**config.mk**
```make
export PLATFORM = sky130hd
export DESIGN_NAME = onewire_select_seq
export DESIGN_NICKNAME = d
export VERILOG_FILES = /design/src/rtl/onewire_sel_pkg.sv /design/src/rtl/sel_byte_cnt.sv /design/src/rtl/sel_byte_mux.sv /design/src/rtl/sel_ctrl.sv /design/src/rtl/onewire_select_seq.sv
export SDC_FILE = /design/constraint.sdc
export NUM_CORES = 1
export LEC_CHECK = 0
export ABC_AREA = 0
export BUFFER_PORTS_ARGS = -buffer_cell sky130_fd_sc_hd__buf_4
export CAP_MARGIN = 20
export CORE_MARGIN = 4
export CORE_UTILIZATION = 40
export CTS_CLUSTER_DIAMETER = 60
export DETAILED_ROUTE_END_ITERATION = 16
export PLACE_DENSITY = 0.65
export SLEW_MARGIN = 30
export SYNTH_ARGS = -nofsm -noshare
export SYNTH_HDL_FRONTEND = slang
export SYNTH_SLANG_ARGS = --single-unit
```
**constraint.sdc**
```tcl
create_clock -name clk_i -period 3.3 [get_ports clk_i]
set_clock_uncertainty 0.05 [all_clocks]
set_input_delay 0.66 -clock clk_i [delete_from_list [all_inputs] [get_ports clk_i]]
set_output_delay 0.66 -clock clk_i [all_outputs]
set_load 0.05 [all_outputs]
```
**src/rtl/onewire_sel_pkg.sv**
```systemverilog
package onewire_sel_pkg;
  typedef enum logic [1:0] {
    ST_IDLE  = 2'd0,
    ST_RESET = 2'd1,
    ST_SEND  = 2'd2
  } sel_state_e;

  localparam logic [7:0] CMD_SKIP  = 8'hCC;
  localparam logic [7:0] CMD_MATCH = 8'h55;
endpackage

```
**src/rtl/sel_byte_cnt.sv**
```systemverilog
module sel_byte_cnt #(
  parameter int ID_BYTES = 8,
  parameter int CNT_W    = $clog2(ID_BYTES + 1)
) (
  input  logic             clk_i,
  input  logic             rst_ni,
  input  logic             cap_i,
  input  logic             single_i,
  input  logic             inc_i,
  output logic             single_o,
  output logic [CNT_W-1:0] idx_o,
  output logic             last_o
);
  localparam logic [CNT_W-1:0] LAST_IDX = CNT_W'(ID_BYTES);

  logic single_q;

  always_ff @(posedge clk_i or negedge rst_ni) begin
    if (!rst_ni) begin
      idx_o    <= '0;
      single_q <= 1'b0;
    end else if (cap_i) begin
      idx_o    <= '0;
      single_q <= single_i;
    end else if (inc_i) begin
      idx_o <= idx_o + 1'b1;
    end
  end

  assign single_o = single_q;
  assign last_o   = single_q ? (idx_o == '0) : (idx_o == LAST_IDX);


  idx_bound_chk: assert property (@(posedge clk_i) disable iff (!rst_ni)
    idx_o <= LAST_IDX);
endmodule

```
**src/rtl/sel_byte_mux.sv**
```systemverilog
module sel_byte_mux
  import onewire_sel_pkg::*;
#(
  parameter int ID_BYTES = 8,
  parameter int BYTE_W   = 8,
  parameter int CNT_W    = $clog2(ID_BYTES + 1),
  localparam int ID_W    = ID_BYTES * BYTE_W
) (
  input  logic              clk_i,
  input  logic              rst_ni,
  input  logic              cap_i,
  input  logic [ID_W-1:0]   id_i,
  input  logic              single_i,
  input  logic [CNT_W-1:0]  idx_i,
  output logic [BYTE_W-1:0] byte_o
);
  logic [ID_W-1:0]   id_q;
  logic [BYTE_W-1:0] lane [ID_BYTES+1];

  always_ff @(posedge clk_i or negedge rst_ni) begin
    if (!rst_ni)    id_q <= '0;
    else if (cap_i) id_q <= id_i;
  end

  assign lane[0] = single_i ? BYTE_W'(CMD_SKIP) : BYTE_W'(CMD_MATCH);

  // lowest-addressed identifier byte goes first
  for (genvar g = 0; g < ID_BYTES; g++) begin : g_lane
    assign lane[g+1] = id_q[g*BYTE_W +: BYTE_W];
  end

  always_comb begin
    byte_o = '0;
    for (int k = 0; k <= ID_BYTES; k++) begin
      if (idx_i == CNT_W'(k)) byte_o = lane[k];
    end
  end
endmodule

```
**src/rtl/sel_ctrl.sv**
```systemverilog
module sel_ctrl
  import onewire_sel_pkg::*;
(
  input  logic clk_i,
  input  logic rst_ni,
  input  logic start_i,
  input  logic ack_i,
  input  logic presence_i,
  input  logic last_i,
  output logic cap_o,
  output logic inc_o,
  output logic req_o,
  output logic rst_op_o,
  output logic done_o,
  output logic error_o
);
  sel_state_e state_q;

  assign cap_o = (state_q == ST_IDLE) && start_i;
  assign inc_o = (state_q == ST_SEND) && ack_i && !last_i;

  always_ff @(posedge clk_i or negedge rst_ni) begin
    if (!rst_ni) begin
      state_q  <= ST_IDLE;
      req_o    <= 1'b0;
      rst_op_o <= 1'b0;
      done_o   <= 1'b0;
      error_o  <= 1'b0;
    end else begin
      done_o <= 1'b0;
      unique case (state_q)
        ST_IDLE: if (start_i) begin
          state_q  <= ST_RESET;
          req_o    <= 1'b1;
          rst_op_o <= 1'b1;
          error_o  <= 1'b0;
        end
        ST_RESET: if (ack_i) begin
          rst_op_o <= 1'b0;
          if (presence_i) begin
            state_q <= ST_SEND;
          end else begin
            // abort before any byte goes out
            state_q <= ST_IDLE;
            req_o   <= 1'b0;
            done_o  <= 1'b1;
            error_o <= 1'b1;
          end
        end
        ST_SEND: if (ack_i && last_i) begin
          state_q <= ST_IDLE;
          req_o   <= 1'b0;
          done_o  <= 1'b1;
          error_o <= 1'b0;
        end
        default: state_q <= ST_IDLE;
      endcase
    end
  end


  first_reset_chk: assert property (@(posedge clk_i) disable iff (!rst_ni)
    $rose(req_o) |-> rst_op_o);


  absent_abort_chk: assert property (@(posedge clk_i) disable iff (!rst_ni)
    (req_o && rst_op_o && ack_i && !presence_i) |=> (!req_o && done_o && error_o));


  success_src_chk: assert property (@(posedge clk_i) disable iff (!rst_ni)
    (done_o && !error_o) |-> $past(req_o && !rst_op_o && ack_i));


  req_hold_chk: assert property (@(posedge clk_i) disable iff (!rst_ni)
    (req_o && !ack_i) |=> (req_o && $stable(rst_op_o)));


  done_pulse_chk: assert property (@(posedge clk_i) disable iff (!rst_ni)
    done_o |=> !done_o);


  error_hold_chk: assert property (@(posedge clk_i) disable iff (!rst_ni)
    (!req_o && !start_i) |=> $stable(error_o));
endmodule

```
**src/rtl/onewire_select_seq.sv**
```systemverilog
module onewire_select_seq #(
  parameter int ID_BYTES = 8,
  parameter int BYTE_W   = 8,
  localparam int ID_W    = ID_BYTES * BYTE_W,
  localparam int CNT_W   = $clog2(ID_BYTES + 1)
) (
  input  logic              clk_i,
  input  logic              rst_ni,
  input  logic              start_i,
  input  logic              single_dev_i,
  input  logic [ID_W-1:0]   dev_id_i,
  input  logic              bus_ack_i,
  input  logic              bus_presence_i,
  output logic              bus_req_o,
  output logic              bus_rst_o,
  output logic [BYTE_W-1:0] bus_byte_o,
  output logic              done_o,
  output logic              error_o
);
  logic             cap, inc, last, single_q;
  logic [CNT_W-1:0] idx;

  sel_ctrl u_ctrl (
    .clk_i      (clk_i),
    .rst_ni     (rst_ni),
    .start_i    (start_i),
    .ack_i      (bus_ack_i),
    .presence_i (bus_presence_i),
    .last_i     (last),
    .cap_o      (cap),
    .inc_o      (inc),
    .req_o      (bus_req_o),
    .rst_op_o   (bus_rst_o),
    .done_o     (done_o),
    .error_o    (error_o)
  );

  sel_byte_cnt #(.ID_BYTES(ID_BYTES), .CNT_W(CNT_W)) u_cnt (
    .clk_i    (clk_i),
    .rst_ni   (rst_ni),
    .cap_i    (cap),
    .single_i (single_dev_i),
    .inc_i    (inc),
    .single_o (single_q),
    .idx_o    (idx),
    .last_o   (last)
  );

  sel_byte_mux #(.ID_BYTES(ID_BYTES), .BYTE_W(BYTE_W), .CNT_W(CNT_W)) u_mux (
    .clk_i    (clk_i),
    .rst_ni   (rst_ni),
    .cap_i    (cap),
    .id_i     (dev_id_i),
    .single_i (single_q),
    .idx_i    (idx),
    .byte_o   (bus_byte_o)
  );


  byte_hold_chk: assert property (@(posedge clk_i) disable iff (!rst_ni)
    (bus_req_o && !bus_ack_i) |=> $stable(bus_byte_o));
endmodule

```
# --- Word level (Yosys, flattened, before mapping) ---
# Cells that the tools add are included.
word_totals:
  reg_bits: 75
  output_inout_bits: 12
  input_bits: 70
classes:
  eq_ne: 14
  add_sub_neg: 1
  mux: 33
  reduce_logical: 13
op_table:
  columns: ["operator", "count"]
  rows:
  - ["2-to-1 mux 8 bit", 10]
  - ["equality test 4 x 3 -> 1 bit (second input constant)", 4]
  - ["2-to-1 mux 1 bit", 12]
  - ["equality test 4 x 2 -> 1 bit (second input constant)", 2]
  - ["2-to-1 mux 2 bit", 4]
  - ["2-to-1 mux 4 bit", 2]
  - ["!= test 2 bit (second input constant)", 4]
  - ["case mux 1 bit (3 select lines)", 2]
  - ["case mux 2 bit (3 select lines)", 1]
  - ["AND reduction 3 bit", 2]
  - ["AND reduction 5 bit", 1]
  - ["adder 4 x 1 -> 4 bit (second input constant)", 1]
  - ["equality test 4 x 1 -> 1 bit (second input constant)", 1]
  - ["equality test 4 bit (second input constant)", 1]
  - ["logical AND 1 bit", 4]
  - ["logical NOT 4 bit", 1]
  - ["case mux 1 bit (2 select lines)", 2]
  - ["nonzero test 2 bit", 2]
  - ["nonzero test 3 bit", 1]
  - ["equality test 2 x 1 -> 1 bit (second input constant)", 1]
  - ["equality test 2 bit (second input constant)", 1]
  - ["logical NOT 2 bit", 1]
  - ["logical NOT 1 bit", 1]

# --- Longest topological paths before layout ---
# Gate-level depths: netlist of run 1.
depth:
  word_depth: 10
  depth_mapped: 8

# --- Hierarchy ---
# A second synthesis of run 1 with hierarchy kept.
unflattened:
  cells_unflattened: 335
  area_unflattened_um2: 3877.5
by_module_without_submodules:
  columns: ["module", "seq_area_each_um2", "instances", "cells_each", "area_per_inst_um2"]
  rows:
  - ["sel_byte_mux", 1601.5, 1, 274, 3201.8]
  - ["sel_ctrl", 150.1, 1, 38, 410.4]
  - ["sel_byte_cnt", 125.1, 1, 23, 265.3]

# --- Least setup slack after synthesis of run 1 ---
# No wires, ideal clock.
synth_timing:
  path_type: "register -> output"
  from: "register u_cnt.idx_o[1]"
  to: "output bus_byte_o[3]"
  path_buffers: 2
  required_time_ns: 2.590
  slack_ns: 0.371
  path_stages_with_launch: 9
  arrival_time_ns: 2.219
  path_cell_list: "dfrtp_1 inv_1 ha_1 buf_2 nor2b_1 buf_4 a22oi_1 a211o_1 a21oi_1"
synth_between:
  elab_chain_cells: 10
  word_cells_on_any_way: 18
synth_lines:
  columns: ["element", "line", "source"]
  rows:
  - ["start: declaration", "sel_byte_cnt.sv:11", "output logic [CNT_W-1:0] idx_o,"]
  - ["start signal: assignment", "sel_byte_cnt.sv:26", "idx_o <= idx_o + 1'b1;"]
  - ["logical NOT 4 bit", "sel_byte_mux.sv:35", "if (idx_i == CNT_W'(k)) byte_o = lane[k];"]
  - ["2-to-1 mux 8 bit (8 in series)", "sel_byte_mux.sv:35", null]
  - ["2-to-1 mux 8 bit (*)", "sel_byte_mux.sv:35", null]
  - ["end: declaration", "onewire_select_seq.sv:16", "output logic [BYTE_W-1:0] bus_byte_o,"]
# Every way passes the cells marked *; elsewhere a longest branch is shown, timed or not.

# --- Worst setup path after layout of run 1 ---
layout_timing:
  from: "register u_cnt.idx_o[0]"
  to: "output bus_byte_o[0]"
# Same word-level chain as after synthesis.

==> results of run 1 <==
==> metal layers <==
layer	vias to the layer above	part of all wire	global-route usage
li1	1285	-	-
met1	1378	0.44	0.215
met2	66	0.48	0.256
met3	15	0.052	0.0395
met4	0	0.021	0.0600
met5	-	0	0
==> final timing paths <==
check	start	endpoint	slack (ns)
setup / recovery	u_cnt.idx_o[0]	bus_byte_o[0]	0.20
max in group asynchronous	rst_ni	u_mux.id_q[5]	2.45
min in group clk_i	u_mux.id_q[10]	u_mux.id_q[10]	0.46
hold reg to reg	u_mux.id_q[10]	u_mux.id_q[10]	0.46
hold / removal	rst_ni	u_mux.id_q[57]	0.27
setup reg to reg	u_ctrl.state_q[0]	u_mux.id_q[21]	1.10
==> critical path, stage by stage, from the launching register on <==
cell and delay [ns]:
dfrtp_1 0.44, inv_1 0.11, ha_1 0.25, nand3b_1 0.41
buf_4 0.32, o221a_1 0.13, a21oi_2 0.15, buf_4 0.22
==> sequential cells by signal, indices dropped and copies added, names as in the netlist <==
register	flops
u_cnt.idx_o	4
u_cnt.single_o	1
u_ctrl.done_o	1
u_ctrl.error_o	1
u_ctrl.req_o	1
u_ctrl.rst_op_o	1
u_ctrl.state_q	2
u_mux.id_q	64
==> stage by stage <==
step,util,area [µm²]
final,0.504,4640
after floorplan,-,3740
after detailed placement,0.484,4450
after global routing,0.504,4640
after global placement,0.484,4450
after CTS,0.504,4630
==> kinds of logic after synthesis <==
group | share of synthesized area
AOI/OAI and AO/OA | 0.161
xor gates and xnor gates | 0.00902
adders and majority gates | 0.0301
buffers and inverters | 0.0484
DFF | 0.501
muxes | 0.210
and+or+nand+nor | 0.0401
==> layout make-up <==
type | instances | area, µm² | share of cell area
repair buffers | 88 | 677 | 0.146
inverters | 19 | 71.3 | 0.0154
multi-input cells | 198 | 1690 | 0.365
clock inverters | 4 | 52.6 | 0.0113
well taps | 111 | 139 | 0.0299
clock buffers | 11 | 131 | 0.0283
flip-flops and latches | 75 | 1880 | 0.405
==> synth_stat cells (2+ instances only) <==
master,number
o221ai_1,2
a21oi_2,2
a31oi_1,4
inv_1,19
a221o_1,2
dfrtp_1,75
ha_1,9
nor2b_1,8
buf_2,16
nand2_1,11
nand2b_1,2
a221oi_1,4
o22ai_1,6
nor2_1,4
a22oi_1,5
a211o_1,6
o2111ai_1,2
o221a_1,2
a21oi_1,28
mux2_2,65
a211oi_1,6
o31a_1,2
mux2i_1,4
a21o_1,3
clkbuf_1,2
o21ai_0,8
==> cells in the final DEF, fill, tap and decap left out, drive strengths merged, types with 5 or more instances in the layout <==
master and n:
clkbuf 11, mux2 66, a22oi 5, dfrtp 75, a211o 6, nand2 11
buf 88, a211oi 6, ha 9, o22ai 6, a21oi 30, inv 19
nor2b 8, o21ai 9
==> power by group <==
part / leakage [nW] / internal, mW / switching [mW]
Sequential: 0.892 / 1.37 / 0.268
Combinational: 1.14 / 0.926 / 1.00
Clock: 0.0934 / 0.347 / 0.339
Total: 2.12 / 2.65 / 1.61
==> reports/results.tsv, run 1 <==
stage	metric	value	unit
logic_synthesis	synth_top_cell_by_area	dfrtp_1	
die	die_w	105	µm
global_routing	grt_max_degree	76	
placed_design	pre_cts_slack	0.391	ns
sta	fin_crit_sh	0.940	
sta	worst_slack	0.198	ns
routing	drt_iter0_markers	116	
setup_path	cp-end-kind	primary output	
routing	drt_wl_total	8770	µm
power_and_ir_drop	cellLeakagePower	2.12	nW
logic_synthesis	synth.cell_area	0.00374	mm²
cts	cts_resized	0	
logic_synthesis	synth_cell_type_count	42	
cts	insertion_delay	0.35	ns
logic_synthesis	syn_avg_cell_area	12.0	µm²
logic_synthesis	synth_fp_nets	392	
sta	fmax	322	MHz
global_routing	grt_overflow	0	
finish	diodes	0	
logic_synthesis	synth_ff_type	dfrtp_1	
global_routing	grt_pass1_wl	14100	µm
routing	dr.pass1.iters	4	
die	io_pins	82	
setup_path	cp.arrival	2.39	ns
die	dieArea	0.0110	mm²
logic_synthesis	syn_inst	313	
routing	routedWlPerCell	17.3	µm
finish	drive_above_1_share	0.443	
cts	cts_setup_buffers	0	
cts	cts_buffers	9	
die	num_rows	35	
cts	htreeDepth	3	
finish	stdcell_count	506	
logic_synthesis	yosys.area.top_type_share	0.501	
logic_synthesis	async_flop_share	1.00	
global_routing	grt_pass1_vias	2775	
sta	worst_pin_slew	0.695	ns
cts	hold_buffers	0	
sta	fin_crit	3.10	ns
power_and_ir_drop	powerDensity	917	mW/mm²
finish	fillers	847	
run	maxCapViolations	0	
sta	relSlewSlack	0.535	
run_status	status	finished, final reports clean	
sta	tns	0	ns
setup_path	worstSetupPathType	reg -> out	
sta	hold_ws	0.272	ns
setup_path	critPathMaxFanout	13	
logic_synthesis	ys_seq_area_frac	0.501	
routing	drcViolationCount	0	
power_and_ir_drop	p_total	4.26	mW
die	start_util	0.407	
placed_design	portBuffers	81	
finish	finalNetCount	470	
logic_synthesis	synth_area_leaders	dfrtp_1 (50%), mux2_2 (20%), a21oi_1 (3.7%), ha_1 (3.0%), buf_2 (2.1%)	
sta	hold_viol	0	
logic_synthesis	ys_warn_count	0	
cts	cts_num_sinks	75	
cts	cts_tree	built	
cts	root_buffer	clkbuf_8	
global_routing	antenna_found_initial	0	
finish	syn_to_final_growth	23.9	%
logic_synthesis	synth_edf_count	0	
hold_path	hold_class	in -> async	
sta	rsz0062_at_grt	false	
routing	viasPerCell	5.42	
routing	via_count	2744	
routing	ant_nets	0	
setup_path	worst-r2r-cell-count	5	
placed_design	dp_cells	491	
logic_synthesis	ys_ff_latch	75	
die	die_h	105	µm
placed_design	dp_hpwl	6400	µm
die	core_area	0.00920	mm²
global_routing	grt_use_total	0.162	
sta	setup_viol	0	
setup_path	startpoint_type	register	
setup_path	worstPathRequired	2.59	ns
cts	clkTransAtPathRegs	0.08	ns
sta	slew_violations	0	
power_and_ir_drop	ir_drop	0.352	mV
cts	cts_buffer_depth	2	
placed_design	place.gp.congestion	0.794	
(Power assumes the default switching activity.)
==> run 2: changes to the inputs <==
Settings changed: CELL_PAD_IN_SITES_DETAIL_PLACEMENT from default to 0, CELL_PAD_IN_SITES_GLOBAL_PLACEMENT from default to 1, PLACE_DENSITY 0.65 to 0.78.
==> reports/results.tsv, run 2 (synthesis gave the netlist of run 1 again) <==
stage	metric	value	unit
sta	worst_pin_slew	0.741	ns
cts	cts_num_sinks	75	
cts	hold_buffers	0	
cts	cts_buffer_depth	2	
sta	fmax	321	MHz
global_routing	grt_pass1_wl	14800	µm
placed_design	portBuffers	81	
setup_path	cp-end-kind	primary output	
global_routing	grt_pass1_vias	2808	
routing	via_count	2714	
finish	diodes	0	
cts	cts_buffers	9	
routing	drt_iter0_markers	94	
finish	design_area	0.00468	mm²
cts	htreeDepth	3	
die	start_util	0.407	
power_and_ir_drop	powerDensity	929	mW/mm²
setup_path	critPathMaxFanout	12	
routing	routed.top_layer	met4	
finish	reg_top3	u_mux.id_q (64), u_cnt.idx_o (4), u_ctrl.state_q (2)	
power_and_ir_drop	p_total	4.35	mW
die	die_w	105	µm
routing	drcViolationCount	0	
setup_path	worst-r2r-cell-count	7	
sta	worst_slack	0.184	ns
power_and_ir_drop	intPower	2.72	mW
setup_path	worstSetupPathType	reg -> out	
placed_design	pre_cts_slack	0.379	ns
power_and_ir_drop	swShare	0.374	
power_and_ir_drop	combPwrFrac	0.446	
routing	drt_wl_total	8870	µm
global_routing	grt_use_total	0.169	
power_and_ir_drop	p_sw	1.63	mW
finish	largest_register_ffs	64	
finish	syn_to_final_growth	24.9	%
routing	wl_met3	409	µm
finish	top_register	u_mux.id_q	
finish	fillers	848	
die	core_area	0.00920	mm²
setup_path	cp_slowest_cell	dfrtp_1	
sta	tns	0	ns
cts	root_buffer	clkbuf_8	
sta	fin_crit_sh	0.944	
cts	cts_tree	built	
global_routing	grt_max_degree	76	
global_routing	antenna_found_initial	0	
setup_path	ff2ff_setup_slack	1.03	ns
finish	drive_above_1_share	0.449	
cts	clkTransAtPathRegs	0.09	ns
sta	relSlewSlack	0.504	
run	maxCapViolations	0	
finish	final_cell_mix	buf_4 (87), dfrtp_1 (75), mux2_2 (65)	
setup_path	cp.arrival	2.41	ns
hold_path	hold_class	in -> async	
setup_path	worstPathRequired	2.59	ns
sta	rsz0062_at_grt	false	
finish	final_common_cell	buf_4	
power_and_ir_drop	ir_drop	0.346	mV
routing	wl_met2	4310	µm
die	dieArea	0.0110	mm²
power_and_ir_drop	pwr-share-clk	0.177	
routing	dr.pass1.iters	5	
cts	insertion_delay	0.35	ns
setup_path	crit-reg2reg-capture	u_cnt.idx_o[2]	
sta	setup_viol	0	
sta	slew_violations	0	
global_routing	grt_overflow	0	
die	num_rows	35	
run_status	status	finished, final reports clean	
setup_path	path_cells	buf_4 -> or3_1 -> a21o_1 -> o221a_1 -> a21oi_2 -> buf_4	
routing	viasPerCell	5.35	
placed_design	dp_hpwl	6380	µm
die	die_h	105	µm
power_and_ir_drop	p_seq_frac	0.376	
sta	hold_viol	0	
power_and_ir_drop	cellLeakagePower	2.13	nW
die	io_pins	82	
routing	met1Wirelength	3990	µm
placed_design	placed_cell_area	0.00445	mm²
setup_path	crit_path_frequent_cell	buf_4	
finish	finalNetCount	471	
setup_path	startpoint_type	register	
placed_design	place.gp.congestion	0.769	
sta	fin_crit	3.12	ns
routing	routedWlPerCell	17.5	µm
setup_path	reg2reg_from	u_ctrl.state_q[1]	
setup_path	cpPeakStageDelay	0.51	ns
routing	ant_nets	0	
## run 2: layer usage
metal / up-vias / track usage
met5: - / 0
met3: 13 / 0.0482
met1: 1346 / 0.230
met4: 0 / 0.0572
met2: 65 / 0.261
li1: 1290 / -
## run 2: cell type report
class | count | area (µm²) | share of cell area
flip-flops and latches | 75 | 1880 | 0.401
multi-input cells | 198 | 1690 | 0.362
repair buffers | 89 | 684 | 0.146
well taps | 111 | 139 | 0.0297
clock buffers | 9 | 124 | 0.0265
clock inverters | 6 | 91.3 | 0.0195
inverters | 19 | 71.3 | 0.0152
## run 2: critical path, delay by kind of cell (launching register included)
| family | cells | cell delay, ns |
|---|---|---|
| compound gates | 3 | 0.63 |
| buf+inv | 2 | 0.46 |
| flops | 1 | 0.51 |
| simple gates | 1 | 0.46 |
## run 2: worst max-delay path by stage
stage / cells after the start / endpoint / from / slack, ns
finish: 6 / bus_byte_o[0] / u_cnt.idx_o[2] / 0.18
global route: 8 / bus_byte_o[7] / u_cnt.idx_o[0] / 0.06
CTS: 6 / bus_byte_o[0] / u_cnt.idx_o[2] / 0.18
detailed placement: 7 / bus_byte_o[6] / u_cnt.idx_o[0] / 0.38
global placement: 6 / bus_byte_o[1] / u_cnt.idx_o[0] / 0.49
floorplan: 8 / bus_byte_o[3] / u_cnt.idx_o[1] / 0.37
## run 2: repair_timing
item | in CTS | in global routing
setup endpoints to repair | 3 | 1
setup buffers | 0 | 1
pin swaps | 0 | 1
gates resized for setup | 1 | 0
## run 2: power groups by stage
stage	clock network (mW)	registers [mW]	logic, mW
floorplan	0	1.63	1.42
global placement	0	1.64	1.92
detailed placement	0	1.65	1.96
CTS	0.790	1.63	1.97
global route	0.835	1.69	2.12
finish	0.771	1.64	1.94
## run 2: stage by stage
stage | hold slack (ns) | util | std cells
3_5_place_dp | 0.444 | 0.484 | 491
3_3_place_gp | 0.438 | 0.484 | 491
5_1_grt | 0.307 | 0.509 | 507
4_1_cts | 0.434 | 0.507 | 506
6_report | 0.261 | 0.509 | 507
2_1_floorplan | 0.314 | - | 313
==> run 3: changes to the inputs <==
Settings changed: GPL_TIMING_DRIVEN from default to 0, SYNTH_HIERARCHICAL from default to 1.
==> reports/results.tsv, run 3 <==
stage	metric	value	unit
sta	hold_viol	0	
global_routing	gr-usage-met3	0.0340	
cts	cts_buffer_depth	2	
sta	fin_crit	3.04	ns
power_and_ir_drop	ir_drop	0.420	mV
global_routing	antenna_found_initial	0	
sta	worst_slack	0.263	ns
finish	syn_to_final_growth	25.2	%
sta	tns	0	ns
run	maxCapViolations	0	
sta	rsz0062_at_grt	false	
logic_synthesis	synth_top_cell_by_area	dfrtp_1	
logic_synthesis	synth_ff_type	dfrtp_1	
die	start_util	0.416	
routing	routedWlPerCell	17.2	µm
cts	clkTransAtPathRegs	0.08	ns
global_routing	top_usage_layer	met2	
finish	fillers	886	
sta	worst_pin_slew	0.709	ns
die	die_h	106	µm
routing	drcViolationCount	0	
global_routing	grt_pass1_vias	2950	
global_routing	met1_usage	0.246	
placed_design	dp_hpwl	7190	µm
logic_synthesis	ys_ff_latch	75	
logic_synthesis	synth_edf_count	0	
global_routing	grt_use_total	0.174	
die	num_rows	35	
die	dieArea	0.0113	mm²
setup_path	cp.arrival	2.33	ns
cts	root_buffer	clkbuf_8	
power_and_ir_drop	cellLeakagePower	2.10	nW
setup_path	ff2ff_setup_slack	0.90	ns
finish	reg_top3	u_mux/id_q (64), u_cnt/idx_o (4), u_ctrl/state_q (2)	
routing	drt_iter0_markers	139	
die	core_area	0.00933	mm²
global_routing	grt_pass1_wl	15400	µm
placed_design	pre_cts_slack	0.649	ns
sta	setup_viol	0	
placed_design	portBuffers	81	
logic_synthesis	synth_cell_type_count	49	
placed_design	placed_cell_area	0.00465	mm²
setup_path	worstPathRequired	2.59	ns
cts	hold_buffers	0	
cts	insertion_delay	0.34	ns
routing	ant_nets	0	
power_and_ir_drop	powerDensity	882	mW/mm²
finish	final_cell_mix	buf_4 (80), dfrtp_1 (75), mux2_2 (57)	
cts	cts_resized	0	
logic_synthesis	ys_warn_count	6	
routing	via_count	2871	
cts	cts_buffers	9	
setup_path	cp-end-kind	primary output	
setup_path	worstSetupPathType	reg -> out	
setup_path	startpoint_type	register	
setup_path	critPathMaxFanout	10	
global_routing	grt_max_degree	76	
logic_synthesis	yosys.area.top_type_share	0.484	
cts	cts_tree	built	
logic_synthesis	yosysMostFrequentCell	dfrtp_1	
die	io_pins	82	
cts	cts_num_sinks	75	
global_routing	use_met2	0.273	
sta	slew_violations	0	
logic_synthesis	synth_area_leaders	dfrtp_1 (48%), mux2_2 (17%), mux2i_1 (2.8%), nand3b_1 (2.5%), nand2_1 (2.4%)	
finish	drive_above_1_share	0.428	
routing	drt_wl_total	9610	µm
finish	diodes	0	
cts	htreeDepth	3	
finish	largest_register_ffs	64	
logic_synthesis	syn_inst	335	
hold_path	hold_class	in -> async	
finish	finalNetCount	504	
placed_design	place.gp.congestion	0.829	
logic_synthesis	syn_avg_cell_area	11.6	µm²
logic_synthesis	ys_seq_area_frac	0.484	
logic_synthesis	synth_fp_nets	412	
sta	fin_crit_sh	0.920	
sta	relSlewSlack	0.523	
routing	dr.pass1.iters	4	
logic_synthesis	async_flop_share	1.00	
finish	final_common_cell	buf_4	
finish	design_area	0.00485	mm²
logic_synthesis	synth.cell_area	0.00388	mm²
die	die_w	106	µm
cts	cts_setup_buffers	0	
global_routing	grt_overflow	0	
sta	fmax	329	MHz
routing	viasPerCell	5.14	
logic_synthesis	synthTopCellsByCount	dfrtp_1 (75), mux2_2 (57), nand2_1 (25)	
run_status	status	finished, final reports clean	
finish	top_register	u_mux/id_q	
run 3: changes by cell type after synthesis, sizes merged, moves of 7 or more:
cell    change
a21oi      -21
mux2i       +7
nand2      +14
nand2b      +7
nand3b     +12
o21ai       +7
run 3: final timing paths:
path / startpoint / to / cells past startpoint
worst max-delay path: u_cnt/idx_o[0] / bus_byte_o[0] / 6
worst max register to register: u_ctrl/state_q[0] / u_mux/id_q[6] / 6
worst min register to register: u_mux/id_q[17] / u_mux/id_q[17] / 1
worst min-delay path: rst_ni / u_mux/id_q[58] / 1
max in group asynchronous: rst_ni / u_mux/id_q[8] / 1
min in group clk_i: u_mux/id_q[17] / u_mux/id_q[17] / 1
run 3: layout make-up:
cell class / count / area [µm²] / share of cell area
clock inverter: 5 / 80.1 / 0.0165
clock buffer: 9 / 124 / 0.0255
timing repair buffer: 81 / 612 / 0.126
sequential: 75 / 1880 / 0.387
inverter: 14 / 52.6 / 0.0108
tap: 129 / 161 / 0.0332
multi-input combinational: 223 / 1820 / 0.375
buffer: 23 / 129 / 0.0265
run 3: metal layers:
metal | vias to the layer above | share of wire
li1 | 1393 | -
met1 | 1403 | 0.48
met2 | 69 | 0.46
met3 | 6 | 0.055
met4 | 0 | 0.0072
met5 | - | 0
run 3: cells by family (layout without fill, tap and decap cells):
group | after synthesis | in the layout | synth area share
buffers and inverters | 37 | 132 | 0.0468
and+or+nand+nor | 79 | 79 | 0.123
AOI/OAI and AO/OA | 64 | 64 | 0.114
adders and majority gates | 7 | 7 | 0.0226
muxes | 71 | 71 | 0.206
DFF | 75 | 75 | 0.484
xor gates and xnor gates | 2 | 2 | 0.00452
run 3: per-stage QoR:
step / power, mW / hold WS [ns] / cells / utilization
detailed placement: 3.56 / 0.449 / 545 / 0.498
CTS: 4.32 / 0.443 / 559 / 0.520
global route: 4.54 / 0.337 / 559 / 0.520
finish: 4.28 / 0.280 / 559 / 0.520
floorplan: 2.97 / 0.314 / 335 / -
global placement: 3.51 / 0.441 / 545 / 0.498
run 3: critical path, stage by stage, from the launching register on:
cell and delay [ns]:
dfrtp_1 0.51, clkbuf_1 0.44, nand4b_1 0.17, a31oi_1 0.30, o221ai_1 0.22, o211ai_1 0.13
buf_4 0.23
run 3: power breakdown:
group	total (mW)	internal, mW	switching (mW)
logic	1.88	0.885	0.997
clock network	0.752	0.416	0.336
registers	1.65	1.37	0.279
